### config.mk
export PLATFORM = sky130hd
export DESIGN_NAME = ipi_doorbell_unit
export DESIGN_NICKNAME = d
export VERILOG_FILES = /design/src/rtl/ipi_pkg.sv /design/src/rtl/ipi_addr_decode.sv /design/src/rtl/ipi_cpu_slice.sv /design/src/rtl/ipi_doorbell_unit.sv
export SDC_FILE = /design/constraint.sdc
export NUM_CORES = 1
export LEC_CHECK = 0
export BUFFER_PORTS_ARGS = -buffer_cell sky130_fd_sc_hd__buf_2
export CORE_ASPECT_RATIO = 0.7
export CORE_MARGIN = 3
export CORE_UTILIZATION = 52
export CTS_CLUSTER_DIAMETER = 60
export CTS_CLUSTER_SIZE = 16
export DETAILED_ROUTE_END_ITERATION = 10
export GPL_ROUTABILITY_DRIVEN = 0
export PLACE_DENSITY_LB_ADDON = 0.08
export REMOVE_ABC_BUFFERS = 1
export SETUP_SLACK_MARGIN = 0.02
export SYNTH_ARGS = -nofsm -noshare
export SYNTH_HDL_FRONTEND = slang
export SYNTH_HIERARCHICAL = 1
export SYNTH_SLANG_ARGS = --single-unit
### constraint.sdc
create_clock -name clk -period 6.22 [get_ports clk]
set_input_delay 0.933 -clock clk [delete_from_list [all_inputs] [get_ports clk]]
set_output_delay 0.933 -clock clk [all_outputs]
set_load 0.02 [all_outputs]
### src/rtl/ipi_pkg.sv
package ipi_pkg;

  localparam int unsigned WORD_W    = 32;
  localparam int unsigned BIT_OTHER = 0;
  localparam int unsigned BIT_SELF  = 31;

  localparam logic [7:0]  EVT_TYPE_DOORBELL = 8'd4;
  localparam logic [15:0] EVT_NUM_OTHER     = 16'd1;
  localparam logic [15:0] EVT_NUM_SELF      = 16'd2;

  typedef enum logic [3:0] {
    OP_NONE,
    OP_WHOAMI,
    OP_EVENT,
    OP_SEND,
    OP_PEND_SET,
    OP_PEND_CLR,
    OP_MASK_SET,
    OP_MASK_CLR
  } op_e;

  // Internal pair layout: index 0 = other, index 1 = self
  function automatic logic [WORD_W-1:0] pair_to_word(input logic [1:0] p);
    logic [WORD_W-1:0] w;
    w            = '0;
    w[BIT_OTHER] = p[0];
    w[BIT_SELF]  = p[1];
    return w;
  endfunction

  function automatic logic [1:0] word_to_pair(input logic [WORD_W-1:0] w);
    return {w[BIT_SELF], w[BIT_OTHER]};
  endfunction

  function automatic logic [WORD_W-1:0] doorbell_event(input logic [15:0] num);
    return {8'd0, EVT_TYPE_DOORBELL, num};
  endfunction

endpackage

### src/rtl/ipi_addr_decode.sv
module ipi_addr_decode
  import ipi_pkg::*;
#(
  parameter int unsigned NCPU        = 4,
  parameter int unsigned CPU_W       = 2,
  parameter int unsigned ADDR_W      = 10,
  parameter int unsigned PCPU_BASE   = 'h100,
  parameter int unsigned PCPU_STRIDE = 'h80
) (
  input  logic              req_valid,
  input  logic              req_write,
  input  logic [CPU_W-1:0]  req_cpu,
  input  logic [ADDR_W-1:0] req_addr,
  output op_e               op,
  output logic [CPU_W-1:0]  tgt_cpu
);

  localparam int unsigned STRIDE_SH = $clog2(PCPU_STRIDE);
  localparam int unsigned PCPU_END  = PCPU_BASE + NCPU * PCPU_STRIDE;

  // self-relative view
  localparam logic [ADDR_W-1:0] LOC_WHOAMI = ADDR_W'('h000);
  localparam logic [ADDR_W-1:0] LOC_EVENT  = ADDR_W'('h004);
  localparam logic [ADDR_W-1:0] LOC_SEND   = ADDR_W'('h008);
  localparam logic [ADDR_W-1:0] LOC_ACK    = ADDR_W'('h00C);
  localparam logic [ADDR_W-1:0] LOC_MSET   = ADDR_W'('h010);
  localparam logic [ADDR_W-1:0] LOC_MCLR   = ADDR_W'('h014);

  // explicit per-CPU view, offsets within one stride
  localparam logic [STRIDE_SH-1:0] PC_SET  = STRIDE_SH'('h0);
  localparam logic [STRIDE_SH-1:0] PC_CLR  = STRIDE_SH'('h4);
  localparam logic [STRIDE_SH-1:0] PC_MSET = STRIDE_SH'('h8);
  localparam logic [STRIDE_SH-1:0] PC_MCLR = STRIDE_SH'('hC);

  logic [ADDR_W-1:0]    rel;
  logic [CPU_W-1:0]     slot;
  logic [STRIDE_SH-1:0] off;
  logic                 in_pcpu;
  logic                 cpu_ok;

  always_comb begin
    rel     = req_addr - ADDR_W'(PCPU_BASE);
    slot    = CPU_W'(rel >> STRIDE_SH);
    off     = rel[STRIDE_SH-1:0];
    in_pcpu = (32'(req_addr) >= PCPU_BASE) && (32'(req_addr) < PCPU_END);
    cpu_ok  = (32'(req_cpu) < NCPU);
  end

  always_comb begin
    op      = OP_NONE;
    tgt_cpu = req_cpu;
    if (req_valid && cpu_ok) begin
      if (in_pcpu) begin
        tgt_cpu = slot;
        case (off)
          PC_SET:  op = OP_PEND_SET;
          PC_CLR:  op = OP_PEND_CLR;
          PC_MSET: op = OP_MASK_SET;
          PC_MCLR: op = OP_MASK_CLR;
          default: op = OP_NONE;
        endcase
      end else begin
        case (req_addr)
          LOC_WHOAMI: op = req_write ? OP_NONE : OP_WHOAMI;
          LOC_EVENT:  op = req_write ? OP_NONE : OP_EVENT;
          LOC_SEND:   op = req_write ? OP_SEND : OP_NONE;
          LOC_ACK:    op = OP_PEND_CLR;
          LOC_MSET:   op = OP_MASK_SET;
          LOC_MCLR:   op = OP_MASK_CLR;
          default:    op = OP_NONE;
        endcase
      end
    end
  end

endmodule

### src/rtl/ipi_cpu_slice.sv
module ipi_cpu_slice
  import ipi_pkg::*;
(
  input  logic              clk,
  input  logic              rst_n,
  input  logic [1:0]        set_pend,
  input  logic [1:0]        clr_pend,
  input  logic [1:0]        set_mask,
  input  logic [1:0]        clr_mask,
  input  logic              evt_rd,
  input  logic              hw_valid,
  input  logic [WORD_W-1:0] hw_word,
  output logic [1:0]        pend,
  output logic [1:0]        mask,
  output logic [WORD_W-1:0] evt_word,
  output logic              hw_take,
  output logic              db_req
);

  logic [1:0] ready;
  logic       pick_other;
  logic       pick_self;
  logic [1:0] auto_mask;
  logic [1:0] pend_d;
  logic [1:0] mask_d;
  logic       pend_en;
  logic       mask_en;

  // priority and delivery
  always_comb begin
    ready      = pend & ~mask;
    pick_other = ready[0];
    pick_self  = ready[1] & ~ready[0];
    auto_mask  = evt_rd ? {pick_self, pick_other} : 2'b00;
    hw_take    = evt_rd & ~(|ready) & hw_valid;
    db_req     = |ready;
    if (pick_other)     evt_word = doorbell_event(EVT_NUM_OTHER);
    else if (pick_self) evt_word = doorbell_event(EVT_NUM_SELF);
    else if (hw_valid)  evt_word = hw_word;
    else                evt_word = '0;
  end

  // next state
  always_comb begin
    pend_en = (|set_pend) | (|clr_pend);
    mask_en = (|set_mask) | (|clr_mask) | (|auto_mask);
    pend_d  = (pend | set_pend) & ~clr_pend;
    mask_d  = (mask | set_mask | auto_mask) & ~clr_mask;
  end

  always_ff @(posedge clk or negedge rst_n) begin
    if (!rst_n) begin
      pend <= 2'b00;
      mask <= 2'b11;
    end else begin
      if (pend_en) pend <= pend_d;
      if (mask_en) mask <= mask_d;
    end
  end

  AST_AUTO_MASK_OTHER: assert property (@(posedge clk) disable iff (!rst_n)
    (evt_rd && pend[0] && !mask[0]) |=> mask[0]) else $error("auto-mask other");
  AST_EVENT_KEEPS_PEND: assert property (@(posedge clk) disable iff (!rst_n)
    (evt_rd && !(|set_pend) && !(|clr_pend)) |=> $stable(pend)) else $error("pend kept");
  AST_ACK_CLEARS: assert property (@(posedge clk) disable iff (!rst_n)
    (clr_pend != 2'b00) |=> ((pend & $past(clr_pend)) == 2'b00)) else $error("ack clears");
  AST_MASK_SET_TAKES: assert property (@(posedge clk) disable iff (!rst_n)
    (set_mask != 2'b00 && clr_mask == 2'b00) |=> ((mask & $past(set_mask)) == $past(set_mask)))
    else $error("mask set");
  AST_HW_TAKE_YIELDS: assert property (@(posedge clk) disable iff (!rst_n)
    hw_take |-> (evt_word == hw_word)) else $error("hw take word");

endmodule

### src/rtl/ipi_doorbell_unit.sv
module ipi_doorbell_unit
  import ipi_pkg::*;
#(
  parameter int unsigned NCPU        = 4,
  parameter int unsigned ADDR_W      = 10,
  parameter int unsigned PCPU_BASE   = 'h100,
  parameter int unsigned PCPU_STRIDE = 'h80,
  localparam int unsigned CPU_W      = (NCPU > 1) ? $clog2(NCPU) : 1
) (
  input  logic                   clk,
  input  logic                   rst_n,
  input  logic                   req_valid,
  input  logic                   req_write,
  input  logic [CPU_W-1:0]       req_cpu,
  input  logic [ADDR_W-1:0]      req_addr,
  input  logic [WORD_W-1:0]      req_wdata,
  output logic                   rsp_valid,
  output logic [WORD_W-1:0]      rsp_data,
  input  logic [NCPU-1:0]        hw_evt_valid,
  input  logic [NCPU*WORD_W-1:0] hw_evt_word,
  output logic [NCPU-1:0]        hw_evt_take,
  output logic [NCPU-1:0]        db_req
);

  op_e              op;
  logic [CPU_W-1:0] tgt_cpu;
  logic [1:0]       wpair;

  logic [1:0]        pend_a [NCPU];
  logic [1:0]        mask_a [NCPU];
  logic [WORD_W-1:0] evt_a  [NCPU];

  logic              rd_req;
  logic [WORD_W-1:0] rd_d;
  logic              rsp_valid_d;

  ipi_addr_decode #(
    .NCPU(NCPU), .CPU_W(CPU_W), .ADDR_W(ADDR_W),
    .PCPU_BASE(PCPU_BASE), .PCPU_STRIDE(PCPU_STRIDE)
  ) u_decode (
    .req_valid(req_valid),
    .req_write(req_write),
    .req_cpu  (req_cpu),
    .req_addr (req_addr),
    .op       (op),
    .tgt_cpu  (tgt_cpu)
  );

  assign wpair = word_to_pair(req_wdata);

  for (genvar c = 0; c < NCPU; c++) begin : g_cpu
    logic       sel;
    logic       is_me;
    logic [1:0] set_pend;
    logic [1:0] clr_pend;
    logic [1:0] set_mask;
    logic [1:0] clr_mask;
    logic       evt_rd;

    always_comb begin
      sel      = (tgt_cpu == CPU_W'(c));
      is_me    = (req_cpu == CPU_W'(c));
      set_pend = 2'b00;
      clr_pend = 2'b00;
      set_mask = 2'b00;
      clr_mask = 2'b00;
      evt_rd   = 1'b0;
      if (op == OP_SEND) begin
        set_pend[0] = req_wdata[c];
        set_pend[1] = req_wdata[BIT_SELF] & is_me;
      end
      if (req_write && sel) begin
        if (op == OP_PEND_SET) set_pend = wpair;
        if (op == OP_PEND_CLR) clr_pend = wpair;
        if (op == OP_MASK_SET) set_mask = wpair;
        if (op == OP_MASK_CLR) clr_mask = wpair;
      end
      if (op == OP_EVENT && sel) evt_rd = 1'b1;
    end

    ipi_cpu_slice u_slice (
      .clk     (clk),
      .rst_n   (rst_n),
      .set_pend(set_pend),
      .clr_pend(clr_pend),
      .set_mask(set_mask),
      .clr_mask(clr_mask),
      .evt_rd  (evt_rd),
      .hw_valid(hw_evt_valid[c]),
      .hw_word (hw_evt_word[c*WORD_W +: WORD_W]),
      .pend    (pend_a[c]),
      .mask    (mask_a[c]),
      .evt_word(evt_a[c]),
      .hw_take (hw_evt_take[c]),
      .db_req  (db_req[c])
    );
  end

  // read data mux
  always_comb begin
    rd_req      = req_valid & ~req_write;
    rsp_valid_d = rd_req;
    case (op)
      OP_WHOAMI:                rd_d = WORD_W'(req_cpu);
      OP_EVENT:                 rd_d = evt_a[tgt_cpu];
      OP_PEND_SET, OP_PEND_CLR: rd_d = req_write ? '0 : pair_to_word(pend_a[tgt_cpu]);
      OP_MASK_SET, OP_MASK_CLR: rd_d = req_write ? '0 : pair_to_word(mask_a[tgt_cpu]);
      default:                  rd_d = '0;
    endcase
  end

  always_ff @(posedge clk or negedge rst_n) begin
    if (!rst_n) begin
      rsp_valid <= 1'b0;
      rsp_data  <= '0;
    end else begin
      rsp_valid <= rsp_valid_d;
      if (rd_req) rsp_data <= rd_d;
    end
  end

  AST_RSP_NEXT_CYCLE: assert property (@(posedge clk) disable iff (!rst_n)
    (req_valid && !req_write) |=> rsp_valid) else $error("read response late");
  AST_RSP_ONLY_READS: assert property (@(posedge clk) disable iff (!rst_n)
    !(req_valid && !req_write) |=> !rsp_valid) else $error("spurious response");
  AST_TAKE_SINGLE: assert property (@(posedge clk) disable iff (!rst_n)
    $onehot0(hw_evt_take)) else $error("multiple takes");
  AST_TAKE_NEEDS_LINE: assert property (@(posedge clk) disable iff (!rst_n)
    ((hw_evt_take & ~hw_evt_valid) == '0)) else $error("take without line");

endmodule

After elaboration in Yosys (flattened, before gate mapping)
Cells that the tools add are included.
{"block": "classes", "n_addsub": 1, "magnitude_cmp": 3, "eq_ne": 21, "mux": 68, "n_bitwise": 75, "reduce_logical": 39}
{"cell": "$mux W32", "count": 16}
{"cell": "$pmux W32 S4", "count": 1}
{"cell": "$mux W2", "count": 39}
{"cell": "$bmux W32 S2", "count": 1}
{"cell": "$reduce_or A2 Y1", "count": 26}
{"cell": "$and A2 B2 Y2", "count": 12}
{"cell": "$not A2 Y2", "count": 12}
{"cell": "$or A2 B2 Y2", "count": 12}
{"cell": "$pmux W4 S6", "count": 1}
{"cell": "$eq A10 B4 Y1 const B", "count": 2}
{"cell": "$eq A10 B5 Y1 const B", "count": 2}
{"cell": "$and A1 B1 Y1", "count": 17}
{"cell": "$eq A4 B3 Y1 const B", "count": 4}
{"cell": "$eq A7 B4 Y1 const B", "count": 2}
{"cell": "$or A1 B1 Y1", "count": 12}
{"cell": "$pmux W3 S4", "count": 1}
{"cell": "$eq A10 B3 Y1 const B", "count": 1}
{"cell": "$ge A10 B9 Y1 const B", "count": 1}
{"cell": "$logic_not A10 Y1", "count": 1}
{"cell": "$lt A10 B10 Y1 const B", "count": 1}
{"cell": "$logic_and A1 B1 Y1", "count": 9}
{"cell": "$not A1 Y1", "count": 9}
{"cell": "$sub A9 B9 Y9 const B", "count": 1}
{"cell": "$bmux W2 S2", "count": 2}
{"cell": "other kinds (11)", "count": 22}
{"block": "totals", "regBits": 49, "output_inout_bits": 41, "word_cells": 217}

Logic depth before layout (Yosys ltp)
{"block": "depth", "word_depth": 11, "ltp_mapped": 13}

Hierarchy
Netlist, hierarchy kept.
{"module": "ipi_doorbell_unit", "instances": 1, "cells_each": 206, "area_each_um2": 2553.7, "seq_area_each_um2": 825.8}
{"module": "ipi_cpu_slice", "instances": 4, "cells_each": 54, "area_each_um2": 508.0, "seq_area_each_um2": 102.6}
{"module": "ipi_addr_decode", "instances": 1, "cells_each": 30, "area_each_um2": 188.9, "seq_area_each_um2": 0.0}

Worst setup path after synthesis
Ideal clock, no wire load.
{"block": "synth_timing", "kind": "input port to output port", "from": "in req_addr[8]", "to": "out hw_evt_take[0]", "arrival_time_ps": 3027, "required_ps": 5287, "path_slack_ps": 2260, "stages": 10, "path_buffers": 1, "cell_sequence": "inv_1 > ha_1 > or3b_1 > nor3_1 > o21ai_1 > a21oi_1 > buf_2 > nor4b_4 > nor3b_1 > and2_4"}
{"block": "synth_via", "elab_chain_len": 9, "elab_cells_between_ends": 21, "cone_classes": "1 x add/sub; 2 x order compare; 6 x eq/ne; 6 x mux; 2 x bitwise; 4 x reduce/logical"}
{"item": "from (decl)", "line_no": "ipi_doorbell_unit.sv:15", "text": "input logic [ADDR_W-1:0] req_addr,"}
{"item": "$ge A10 B9 Y1, or another cell as far along", "line_no": "ipi_addr_decode.sv:45", "text": "in_pcpu = (32'(req_addr) >= PCPU_BASE) && (32'(req_addr) < PCPU_END);"}
{"item": "$logic_and A1 B1 Y1 or $pmux W4 S6 (tied branches)", "line_no": "ipi_addr_decode.sv:45, ipi_addr_decode.sv:63"}
{"item": "$mux W4 (*)", "line_no": "ipi_addr_decode.sv:53", "text": "if (in_pcpu) begin"}
{"item": "$mux W4 (*)", "line_no": "ipi_addr_decode.sv:52", "text": "if (req_valid && cpu_ok) begin"}
{"item": "named net op[1]", "line_no": "ipi_doorbell_unit.sv:25", "text": "op_e op;"}
{"item": "$eq A4 B2 Y1 (*)", "line_no": "ipi_doorbell_unit.sv:78", "text": "if (op == OP_EVENT && sel) evt_rd = 1'b1;"}
{"item": "$logic_and A1 B1 Y1 (*)", "line_no": "ipi_doorbell_unit.sv:78"}
{"item": "$mux W1 (*)", "line_no": "ipi_doorbell_unit.sv:78"}
{"item": "named net g_cpu[0].evt_rd", "line_no": "ipi_doorbell_unit.sv:58", "text": "logic evt_rd;"}
{"item": "$and A1 B1 Y1 (*) (2 in a row)", "line_no": "ipi_cpu_slice.sv:35", "text": "hw_take = evt_rd & ~(|ready) & hw_valid;"}
{"item": "to (decl)", "line_no": "ipi_doorbell_unit.sv:21", "text": "output logic [NCPU-1:0] hw_evt_take,"}
Mark *: on every way through the listed nets, which the timed path passes. The rest lies on a longest branch.

Worst setup path after layout
Ends and elaborated chain as after synthesis.

==> metrics.txt <==
status finished clean; clock root buffer clkbuf_16; critical path startpoint category input pin; Clock Skews 0.00597 ns; Die Height 86.2 microns; Initial DRC Count 200; Seq pwr share 36.1%; drt first pass iters 5; cts bufs inserted 5; fmax 0.205 GHz; port bufs 193; Critical R2R Capture rsp_data[31]; Setup-failing EPs final 0; I/O Pins 221; Synth async-reset ratio 100%; hold_buf cts 0; WP data required 5.29 ns; CTS tree done; power per cell area 155 nW/um^2; Slew @ Worst Pin 1.11 ns; reg-to-reg setup timing slack 4.26 ns; via count 4216; Comb power frac 28.8%; RSZ-0062 raised after global routing false; Post-Syn Instances 452; Yosys reg bits 49; Area Overhead vs Synth 21.9%; CP Launch Point req_addr[8]; synth top area cells and2_4 22%, dfrtp_1 21%, mux4_2 17%, dfstp_2 4.4%, nor2_1 4.2%; YS warnings 6; clock network fraction of total power 35.1%; min-delay worst type reg -> reg; routed wire length 13200 microns; worst-path maximum fanout 9; Hold Fails Final Rpt 0; Setup Total Neg Slack 0 ns; crit path kind in -> out; remaining global-route overflow 0; Residual DRC 0; Site Rows 28; GRT Resource Usage Total 25.7%; Clock Latency Late Sink 0.28 ns; Synth cell types 58; Final min period 4.88 ns; Worst-path clk slew 0.07 ns; ys flop type dfrtp_1; Max VDD drop 111 uV; EDFF count, synth 0; max-slew violations 0; post-synthesis sequential area ratio 25.9%; Post-CTS Setup Inserts 0; Critical Path End Type output port; CP endpoint hw_evt_take[0]; Synth top area share 22.2%; initial antenna violation count 0; cell taking the most area after synthesis and2_4; max_slew headroom 25.7%; Die X 121 microns; first-pass GRT wire length 21400 microns; R2R depth 6; syn avg cell area 10.6 sq um; most frequent cells in the layout 193 x buf_2, 121 x and2_4, 53 x nor2_1; cts repair resizes 0; largest net degree at the start of global routing 50; internal power 0.667 mW; final period utilization 78.5%; Leak 2.89 nW; Net Sw Frac 25.9%; Final Core Density 67.0%; net switching power 0.233 mW; post-synthesis cell area 4770 sq um; Core ar. 8690 sq um; Final #Nets 802; Die ar. 10400 sq um; antenna diode count 0; detailed placement HPWL 10000 microns; Via-to-Cell Ratio 5.68; maximum root-to-sink buffer count 2; vias in the first global route 4342; commonest non-fill, non-tap cell in the layout buf_2; H-tree levels 2; max-cap violation count 0; Antenna Violating Nets Remaining 0; share of layout cells above drive strength 1 64.1%; Crit path arrival time 3.95 ns; clk sink count 49; FF-to-FF Start g_cpu[3].u_slice/pend[1]; Initial Util 55.0%; overall power 0.901 mW; WL/cell 17.8 microns
==> state kept, by name, summed over array words and instances, names as in the netlist <==
name / count
g_cpu.u_slice/pend: 8
rsp_valid: 1
rsp_data: 32
g_cpu.u_slice/mask: 8
==> critical path, cell delays in order <==
cell,delay (ns)
buf_2,0.11
inv_1,0.05
ha_1,0.34
or3b_1,0.39
nor3_1,0.15
o21ai_1,0.09
a21oi_1,0.54
nor4b_4,0.58
nor3b_1,0.39
and2_4,0.21
buf_2,0.15
==> power by group through the flow <==
stage / Sequential (mW) / Combinational, mW / Clock [mW]
after floorplan: 0.333 / 0.162 / 0
after global placement: 0.330 / 0.256 / 0
after detailed placement: 0.331 / 0.260 / 0
after CTS: 0.325 / 0.261 / 0.322
after global routing: 0.325 / 0.282 / 0.337
final: 0.325 / 0.260 / 0.316
==> area by class of cell <==
| class | instances | area (sq um) |
|---|---|---|
| clock inverters | 2 | 37.5 |
| flip-flops and latches | 49 | 1240 |
| well taps | 120 | 150 |
| multi-input cells | 363 | 3240 |
| fillers | 721 | 2870 |
| repair buffers | 197 | 996 |
| inverters | 5 | 18.8 |
| clock buffers | 6 | 139 |
==> metal layers <==
metal | routed length (microns) | part of all wire (%) | track usage (%)
met2 | 6300 | 48 | 43.6
met3 | 1230 | 9.3 | 5.02
met1 | 5470 | 41 | 34.2
met4 | 227 | 1.7 | 6.69
met5 | 0 | 0 | 0
==> cell usage after synthesis (2+ instances only) <==
master	count
and2_4	121
nor2_1	53
dfrtp_1	41
mux4_2	36
nand2_1	25
a22o_1	20
buf_6	14
nand3_1	12
a22o_2	9
dfstp_2	8
nand2b_4	8
buf_2	7
clkbuf_1	7
a21boi_0	6
a21oi_1	6
nand3b_1	5
a211oi_1	4
a21o_1	4
a311oi_1	4
and3_4	4
buf_4	4
inv_1	4
nand2b_1	3
nor3b_1	3
o21ai_0	3
or3b_1	3
and3b_1	2
and4bb_2	2
nor4b_1	2
o211ai_1	2
o21a_1	2
o21ai_1	2
==> cells by family after synthesis <==
family	share of synthesized area, %
simple gates	38.3
compound gates	11.5
flops	25.9
buf+inv	6.42
mux	17.4
fa+ha+maj	0.262
other cells	0.0785
xor+xnor	0.183
==> through the flow <==
step / setup WS [ns] / hold slack [ns] / instance area [sq um] / instances
final: 1.34 / 0.502 / 5820 / 742
after global placement: 1.45 / 0.485 / 5640 / 734
after global routing: 1.10 / 0.519 / 5820 / 742
after CTS: 1.37 / 0.506 / 5820 / 742
after detailed placement: 1.38 / 0.488 / 5640 / 734
after floorplan: 1.45 / 0.555 / 4490 / 417
==> worst min path at each step <==
| stage | start | end | slack (ns) | cells past startpoint |
|---|---|---|---|---|
| after floorplan | g_cpu[0].u_slice/pend[1] | g_cpu[0].u_slice/pend[1] | 0.55 | 2 |
| after global placement | rsp_data[17] | rsp_data[17] | 0.48 | 1 |
| after detailed placement | rsp_data[2] | rsp_data[2] | 0.49 | 1 |
| after CTS | rsp_data[15] | rsp_data[15] | 0.51 | 1 |
| after global routing | rsp_data[19] | rsp_data[19] | 0.52 | 1 |
| final | rsp_data[28] | rsp_data[28] | 0.50 | 1 |
No activity file was read; power rests on OpenSTA's default activity.
